[src/rtl/mmu_ctl_pkg.sv]
// Package: shared types, register offsets and fault grouping for the MMU
// control block. Assumes a word-addressed register port of REG_AW bits.
package mmu_ctl_pkg;

    localparam int REG_AW  = 4;
    localparam int NUM_FLT = 8;
    localparam int NUM_GRP = 4;
    localparam int FLT_TW  = $clog2(NUM_FLT);
    localparam int GRP_W   = $clog2(NUM_GRP);

    typedef enum logic [1:0] {
        ST_OFF   = 2'd0,
        ST_XLATE = 2'd1,
        ST_BLOCK = 2'd2
    } ctl_state_e;

    localparam logic [REG_AW-1:0] RA_CTRL   = 4'd0;
    localparam logic [REG_AW-1:0] RA_CFG    = 4'd1;
    localparam logic [REG_AW-1:0] RA_BASE   = 4'd2;
    localparam logic [REG_AW-1:0] RA_FLUSH  = 4'd3;
    localparam logic [REG_AW-1:0] RA_STATUS = 4'd4;
    localparam logic [REG_AW-1:0] RA_CLEAR  = 4'd5;
    localparam logic [REG_AW-1:0] RA_ADDR0  = 4'd6;

    localparam logic [7:0] CODE_OFF   = 8'h00;
    localparam logic [7:0] CODE_XLATE = 8'h05;
    localparam logic [7:0] CODE_BLOCK = 8'h07;

    localparam int CFG_SMALL_BIT = 5;

    // Group index for a fault type: 0 page, 1 read side, 2 write side, 3 bus error
    function automatic logic [GRP_W-1:0] flt_group(input logic [FLT_TW-1:0] t);
        case (t)
            3'd0:                  return 2'd0;
            3'd1, 3'd4, 3'd5:      return 2'd1;
            3'd2, 3'd6, 3'd7:      return 2'd2;
            default:               return 2'd3;
        endcase
    endfunction

    // Status bits that belong to a group
    function automatic logic [NUM_FLT-1:0] grp_mask(input logic [GRP_W-1:0] g);
        logic [NUM_FLT-1:0] m;
        m = '0;
        for (int i = 0; i < NUM_FLT; i++) begin
            if (flt_group(FLT_TW'(i)) == g) m[i] = 1'b1;
        end
        return m;
    endfunction

endpackage

[src/rtl/mmu_ctl_state.sv]
// Mode register: off / translating / blocked.
// Assumes fault_evt is already qualified (not raised while off).
// An accepted fault overrides a same-cycle control write.
module mmu_ctl_state
    import mmu_ctl_pkg::*;
#(
    parameter int DW = 32
) (
    input  logic             clk,
    input  logic             rst_n,
    input  logic             ctrl_wr,
    input  logic [DW-1:0]    ctrl_wdata,
    input  logic             fault_evt,
    output ctl_state_e       state
);

    ctl_state_e state_nxt;

    // Next mode: fault first, then a valid control code, else hold
    always_comb begin
        state_nxt = state;
        if (fault_evt) begin
            state_nxt = ST_BLOCK;
        end else if (ctrl_wr) begin
            if (ctrl_wdata == DW'(CODE_OFF))        state_nxt = ST_OFF;
            else if (ctrl_wdata == DW'(CODE_XLATE)) state_nxt = ST_XLATE;
            else if (ctrl_wdata == DW'(CODE_BLOCK)) state_nxt = ST_BLOCK;
        end
    end

    // Mode register with synchronous reset to off
    always_ff @(posedge clk) begin
        if (!rst_n) state <= ST_OFF;
        else        state <= state_nxt;
    end

endmodule

[src/rtl/mmu_ctl_fault.sv]
// Fault status and address capture.
// Keeps eight sticky status bits (set by fault, write-one-to-clear) and one
// address register per fault group. A group's address is loaded only while
// no status bit of that group is pending (judged on the pre-clear value).
module mmu_ctl_fault
    import mmu_ctl_pkg::*;
#(
    parameter int DW = 32
) (
    input  logic                          clk,
    input  logic                          rst_n,
    input  logic                          fault_evt,
    input  logic [FLT_TW-1:0]             flt_type,
    input  logic [DW-1:0]                 flt_addr,
    input  logic                          clr_wr,
    input  logic [NUM_FLT-1:0]            clr_mask,
    output logic [NUM_FLT-1:0]            status,
    output logic [NUM_GRP-1:0][DW-1:0]    grp_addr
);

    logic [NUM_FLT-1:0] set_mask;
    logic [NUM_FLT-1:0] clr_eff;
    logic [GRP_W-1:0]   evt_grp;

    // Decode the set and clear masks for this cycle
    always_comb begin
        set_mask = '0;
        if (fault_evt) set_mask[flt_type] = 1'b1;
        clr_eff  = clr_wr ? clr_mask : '0;
        evt_grp  = flt_group(flt_type);
    end

    // Status bits: set has priority over clear on the same bit
    always_ff @(posedge clk) begin
        if (!rst_n) status <= '0;
        else        status <= (status & ~clr_eff) | set_mask;
    end

    // One address register per group
    for (genvar g = 0; g < NUM_GRP; g++) begin : g_addr
        localparam logic [NUM_FLT-1:0] GMASK = grp_mask(GRP_W'(g));
        logic capture;

        // Load when this group is targeted and nothing in it is pending
        always_comb begin
            capture = fault_evt && (evt_grp == GRP_W'(g)) && ((status & GMASK) == '0);
        end

        // Address holding register
        always_ff @(posedge clk) begin
            if (!rst_n)       grp_addr[g] <= '0;
            else if (capture) grp_addr[g] <= flt_addr;
        end
    end

endmodule

[src/rtl/mmu_ctl_cfg.sv]
// Configuration, page-table base and TLB flush pulse.
// Only bit CFG_SMALL_BIT of the configuration word is stored. The flush
// pulse is registered and lasts one cycle per qualifying write.
module mmu_ctl_cfg
    import mmu_ctl_pkg::*;
#(
    parameter int DW = 32
) (
    input  logic          clk,
    input  logic          rst_n,
    input  logic          cfg_wr,
    input  logic          base_wr,
    input  logic          flush_wr,
    input  logic [DW-1:0] wdata,
    output logic          tbl_small,
    output logic [DW-1:0] pt_base,
    output logic          tlb_flush
);

    // Table-size select
    always_ff @(posedge clk) begin
        if (!rst_n)      tbl_small <= 1'b0;
        else if (cfg_wr) tbl_small <= wdata[CFG_SMALL_BIT];
    end

    // First-level table base
    always_ff @(posedge clk) begin
        if (!rst_n)       pt_base <= '0;
        else if (base_wr) pt_base <= wdata;
    end

    // Invalidate-all pulse, one cycle after a flush write with bit 0 set
    always_ff @(posedge clk) begin
        if (!rst_n) tlb_flush <= 1'b0;
        else        tlb_flush <= flush_wr && wdata[0];
    end

endmodule

[src/rtl/mmu_ctl_regs.sv]
// Top: register decode, read mux and mode outputs of the MMU control block.
// Assumes one bus master and a translation engine that reports at most one
// fault per cycle. Faults are accepted only while the unit is not off.
module mmu_ctl_regs
    import mmu_ctl_pkg::*;
#(
    parameter int DW = 32
) (
    input  logic              clk,
    input  logic              rst_n,
    input  logic              reg_wr,
    input  logic [REG_AW-1:0] reg_addr,
    input  logic [DW-1:0]     reg_wdata,
    output logic [DW-1:0]     reg_rdata,
    input  logic              flt_valid,
    input  logic [FLT_TW-1:0] flt_type,
    input  logic [DW-1:0]     flt_addr,
    output logic              irq,
    output logic              req_ready,
    output logic              bypass,
    output logic              blocked,
    output logic              tlb_flush,
    output logic              tbl_small,
    output logic [DW-1:0]     pt_base
);

    ctl_state_e                 state_q;
    logic [NUM_FLT-1:0]         status_q;
    logic [NUM_GRP-1:0][DW-1:0] grp_addr;
    logic                       fault_evt;
    logic                       wr_ctrl, wr_cfg, wr_base, wr_flush, wr_clear;
    logic [7:0]                 ctrl_code;

    // Write decode and fault qualification
    always_comb begin
        wr_ctrl   = reg_wr && (reg_addr == RA_CTRL);
        wr_cfg    = reg_wr && (reg_addr == RA_CFG);
        wr_base   = reg_wr && (reg_addr == RA_BASE);
        wr_flush  = reg_wr && (reg_addr == RA_FLUSH);
        wr_clear  = reg_wr && (reg_addr == RA_CLEAR);
        fault_evt = flt_valid && (state_q != ST_OFF);
    end

    mmu_ctl_state #(.DW(DW)) u_state (
        .clk        (clk),
        .rst_n      (rst_n),
        .ctrl_wr    (wr_ctrl),
        .ctrl_wdata (reg_wdata),
        .fault_evt  (fault_evt),
        .state      (state_q)
    );

    mmu_ctl_fault #(.DW(DW)) u_fault (
        .clk       (clk),
        .rst_n     (rst_n),
        .fault_evt (fault_evt),
        .flt_type  (flt_type),
        .flt_addr  (flt_addr),
        .clr_wr    (wr_clear),
        .clr_mask  (reg_wdata[NUM_FLT-1:0]),
        .status    (status_q),
        .grp_addr  (grp_addr)
    );

    mmu_ctl_cfg #(.DW(DW)) u_cfg (
        .clk       (clk),
        .rst_n     (rst_n),
        .cfg_wr    (wr_cfg),
        .base_wr   (wr_base),
        .flush_wr  (wr_flush),
        .wdata     (reg_wdata),
        .tbl_small (tbl_small),
        .pt_base   (pt_base),
        .tlb_flush (tlb_flush)
    );

    // Mode outputs and interrupt
    always_comb begin
        bypass    = (state_q == ST_OFF);
        req_ready = (state_q == ST_XLATE);
        blocked   = (state_q == ST_BLOCK);
        irq       = (|status_q) && (state_q != ST_OFF);
        case (state_q)
            ST_XLATE: ctrl_code = CODE_XLATE;
            ST_BLOCK: ctrl_code = CODE_BLOCK;
            default:  ctrl_code = CODE_OFF;
        endcase
    end

    // Read mux; write-only registers read as zero
    always_comb begin
        reg_rdata = '0;
        case (reg_addr)
            RA_CTRL:   reg_rdata[7:0] = ctrl_code;
            RA_CFG:    reg_rdata[CFG_SMALL_BIT] = tbl_small;
            RA_BASE:   reg_rdata = pt_base;
            RA_STATUS: reg_rdata[NUM_FLT-1:0] = status_q;
            default: begin
                for (int g = 0; g < NUM_GRP; g++) begin
                    if (reg_addr == RA_ADDR0 + REG_AW'(g)) reg_rdata = grp_addr[g];
                end
            end
        endcase
    end

endmodule

[config.mk]
export PLATFORM = sky130hd
export DESIGN_NAME = mmu_ctl_regs
export DESIGN_NICKNAME = d
export VERILOG_FILES = /design/src/rtl/mmu_ctl_pkg.sv /design/src/rtl/mmu_ctl_state.sv /design/src/rtl/mmu_ctl_fault.sv /design/src/rtl/mmu_ctl_cfg.sv /design/src/rtl/mmu_ctl_regs.sv
export SDC_FILE = /design/constraint.sdc
export NUM_CORES = 1
export LEC_CHECK = 0
export BUFFER_PORTS_ARGS = -buffer_cell sky130_fd_sc_hd__buf_2
export CORE_AREA = 2 2 117 119
export DETAILED_ROUTE_END_ITERATION = 16
export DIE_AREA = 0 0 119 121
export GPL_TIMING_DRIVEN = 1
export HOLD_SLACK_MARGIN = 0.08
export PLACE_DENSITY = 0.84
export SLEW_MARGIN = 15
export SYNTH_ARGS = -nofsm -noshare
export SYNTH_HDL_FRONTEND = slang
export SYNTH_SLANG_ARGS = --single-unit
[constraint.sdc]
create_clock -name clk -period 4.8 [get_ports clk]
set_clock_uncertainty 0.2 [all_clocks]
set_input_delay 0.96 -clock clk [delete_from_list [all_inputs] [get_ports clk]]
set_output_delay 0.96 -clock clk [all_outputs]
set_load 0.1 [all_outputs]
==> impl_metrics.ini <==
[finish]
final_common_cell = nand2_1
nFillCells = 1042
stdcell_count = 1247
nets = 1136
area_growth_pct = 18.6
mostFrequentLayoutCells = nand2_1 (354), dfxtp_1 (172), buf_2 (142)
drive_above_1_share = 0.192
num_antenna_cells = 0

[synthesis]
synth_cell_types = 43
syn_area_um2 = 7680
yosys_register_bits = 172
async_flop_share = 0
ys_seq_area_frac = 0.449
synth_top_family_by_area = compound AO/OA/AOI/OAI gates
synth_area_per_cell_um2 = 8.07
synthAdderAreaFrac = 0.00489
synth_fp_nets = 1029
muxShareOfSynthArea = 0.00554
yosys.area_share.simple = 0.234
synth_xor_area_frac = 0.00114
synth_compound_gate_area_share = 0.256
ys_warn_count = 0
synth_top_flop_cell = dfxtp_1
synth_enable_flop_cells = 0
synthCells = 951

[floorplanning]
die_y_um = 121
coreArea_um2 = 13100
chipWidth_um = 119
initial_utilization = 0.587
die_area_um2 = 14400
num_rows = 42
ios = 145

[pwr]
pwr_density_cell_nw_per_um2 = 341
p_leak_nw = 3.42
vdd_drop_max_v = 0.000276

[clock_tree]
cts_hold_buf = 0
cts_buffers = 17
cts_tree = yes
clkTransAtPathRegs_ps = 60
cts_num_sinks = 172
cts_root_buf = clkbuf_16
clk_latency_ps = 430
cts_buffer_depth = 2
cts_resized = 0
cts_setup_buffers = 0
htree_levels = 4

[timing]
finalCritPeriodShare = 0.850
worstMarginPinSlew_ps = 1030
timing.fmax_mhz = 245
setup_violations = 0
rsz0062_at_grt = no
tns_ps = 0
slew_headroom = 0.311
maxSlewViolCount = 0
layout_min_cycle_time_ps = 4080
finalHoldViolations = 0

[route]
dr_wl_met2_mm = 10.6
ant_nets = 0
dr.max_layer_used = met4
met1_length_mm = 9.42
wl_mm = 22.6
drc = 0
dr.pass1.iters = 8
vias_per_cell = 5.89
vias = 7346
wl_per_cell_um = 18.2
wl_met3_mm = 1.99
first_iter_violations = 915

[global_routing]
grt.overflow.total = 0
grt_antenna_before_repair = 0
grt_max_degree = 121
grt_pass1_vias = 6793
grt_pass1_wl_mm = 35.0
grt_usage = 0.312

[setup_path]
cp-end-kind = primary output
required_ps = 3640
startpoint_type = input pin
cp_max_fo = 12
crit_arrival_ps = 2920
r2r_start = u_state.state[0]
critPathLaunch = reg_addr[3]
critical_path_class = input pin to primary output

[place]
io_buffers = 144
place_congestion = 0.977
place_hpwl_mm = 14.7
placed_cells = 1215

[min_path]
min_from = u_fault.grp_addr[36]
hold_path_class = register to register

[job]
cap_viol_max_count = 0

[outcome]
status = completed
-- Yosys cell counts (all sizes together) (3+ instances only) --
cell	instances	area [um^2]
nor2	14	52.6
nand4	3	18.8
ha	3	37.5
o21a	8	60.1
clkbuf	45	169
a21boi	169	1270
a21oi	4	20.0
nand2b	6	37.5
or4	3	22.5
a22oi	51	383
nand3	17	85.1
nor2b	3	18.8
a222oi	15	150
inv	5	18.8
nand2	354	1330
or3	3	18.8
nor3	9	45.0
nor4	11	87.6
dfxtp	172	3440
buf	31	193
-- per-stage QoR --
step | setup WS [ps] | hold WS (ps) | total power [mW] | area (um^2) | util
final | 719 | 252 | 3.10 | 9100 | 0.696
after global routing | 661 | 266 | 3.18 | 9100 | 0.696
after CTS | 743 | 254 | 3.11 | 9100 | 0.696
after detailed placement | 737 | 245 | 1.66 | 8470 | 0.647
after global placement | 767 | 240 | 1.66 | 8470 | 0.647
after floorplan | 76.8 | 232 | 1.58 | 7680 | -
-- per-layer routing --
layer / track usage / vias up
li1: - / 3475
met1: 0.397 / 3464
met2: 0.510 / 354
met3: 0.0724 / 53
met4: 0.131 / 0
met5: 0 / -
-- where the power goes --
group	internal (mW)	total (mW)	switching (mW)
Combinational	0.0615	0.198	0.136
Sequential	1.43	1.43	0.00338
Clock	0.910	1.47	0.560
Total	2.40	3.10	0.700
-- logic make-up after synthesis --
group / after synthesis
simple gates: 433
compound gates: 257
flops: 172
buf+inv: 81
mux: 4
fa+ha+maj: 3
xor+xnor: 1
-- registers in the layout, summed over array words and instances, names as in the netlist --
name              cells
u_fault.grp_addr    128
u_cfg.pt_base        32
u_fault.status        8
u_state.state         2
u_cfg.tbl_small       1
u_cfg.tlb_flush       1
-- worst max-delay path, cell delays in order --
cell and delay [ps]:
buf_2 170, nand2b_1 240, nor2_2 550, buf_4 330, a22oi_1 110, nand2_1 130, buf_2 430
-- path summary, 6_finish.rpt --
path,slack [ps],endpoint,depth (start not counted)
setup / recovery,720,reg_rdata[27],7
hold reg to reg,250,u_fault.grp_addr[36],2
setup reg to reg,2070,u_fault.grp_addr[52],7
hold / removal,250,u_fault.grp_addr[36],2
-- cell type report --
type	instances	area (um^2)	share of cell area
clock buffers	21	470	0.0517
clock inverters	11	165	0.0181
inverters	5	18.8	0.00206
multi-input cells	698	3890	0.427
flip-flops and latches	172	3440	0.378
well taps	176	220	0.0242
repair buffers	164	901	0.0989
Power figures use the tool's default switching activity.
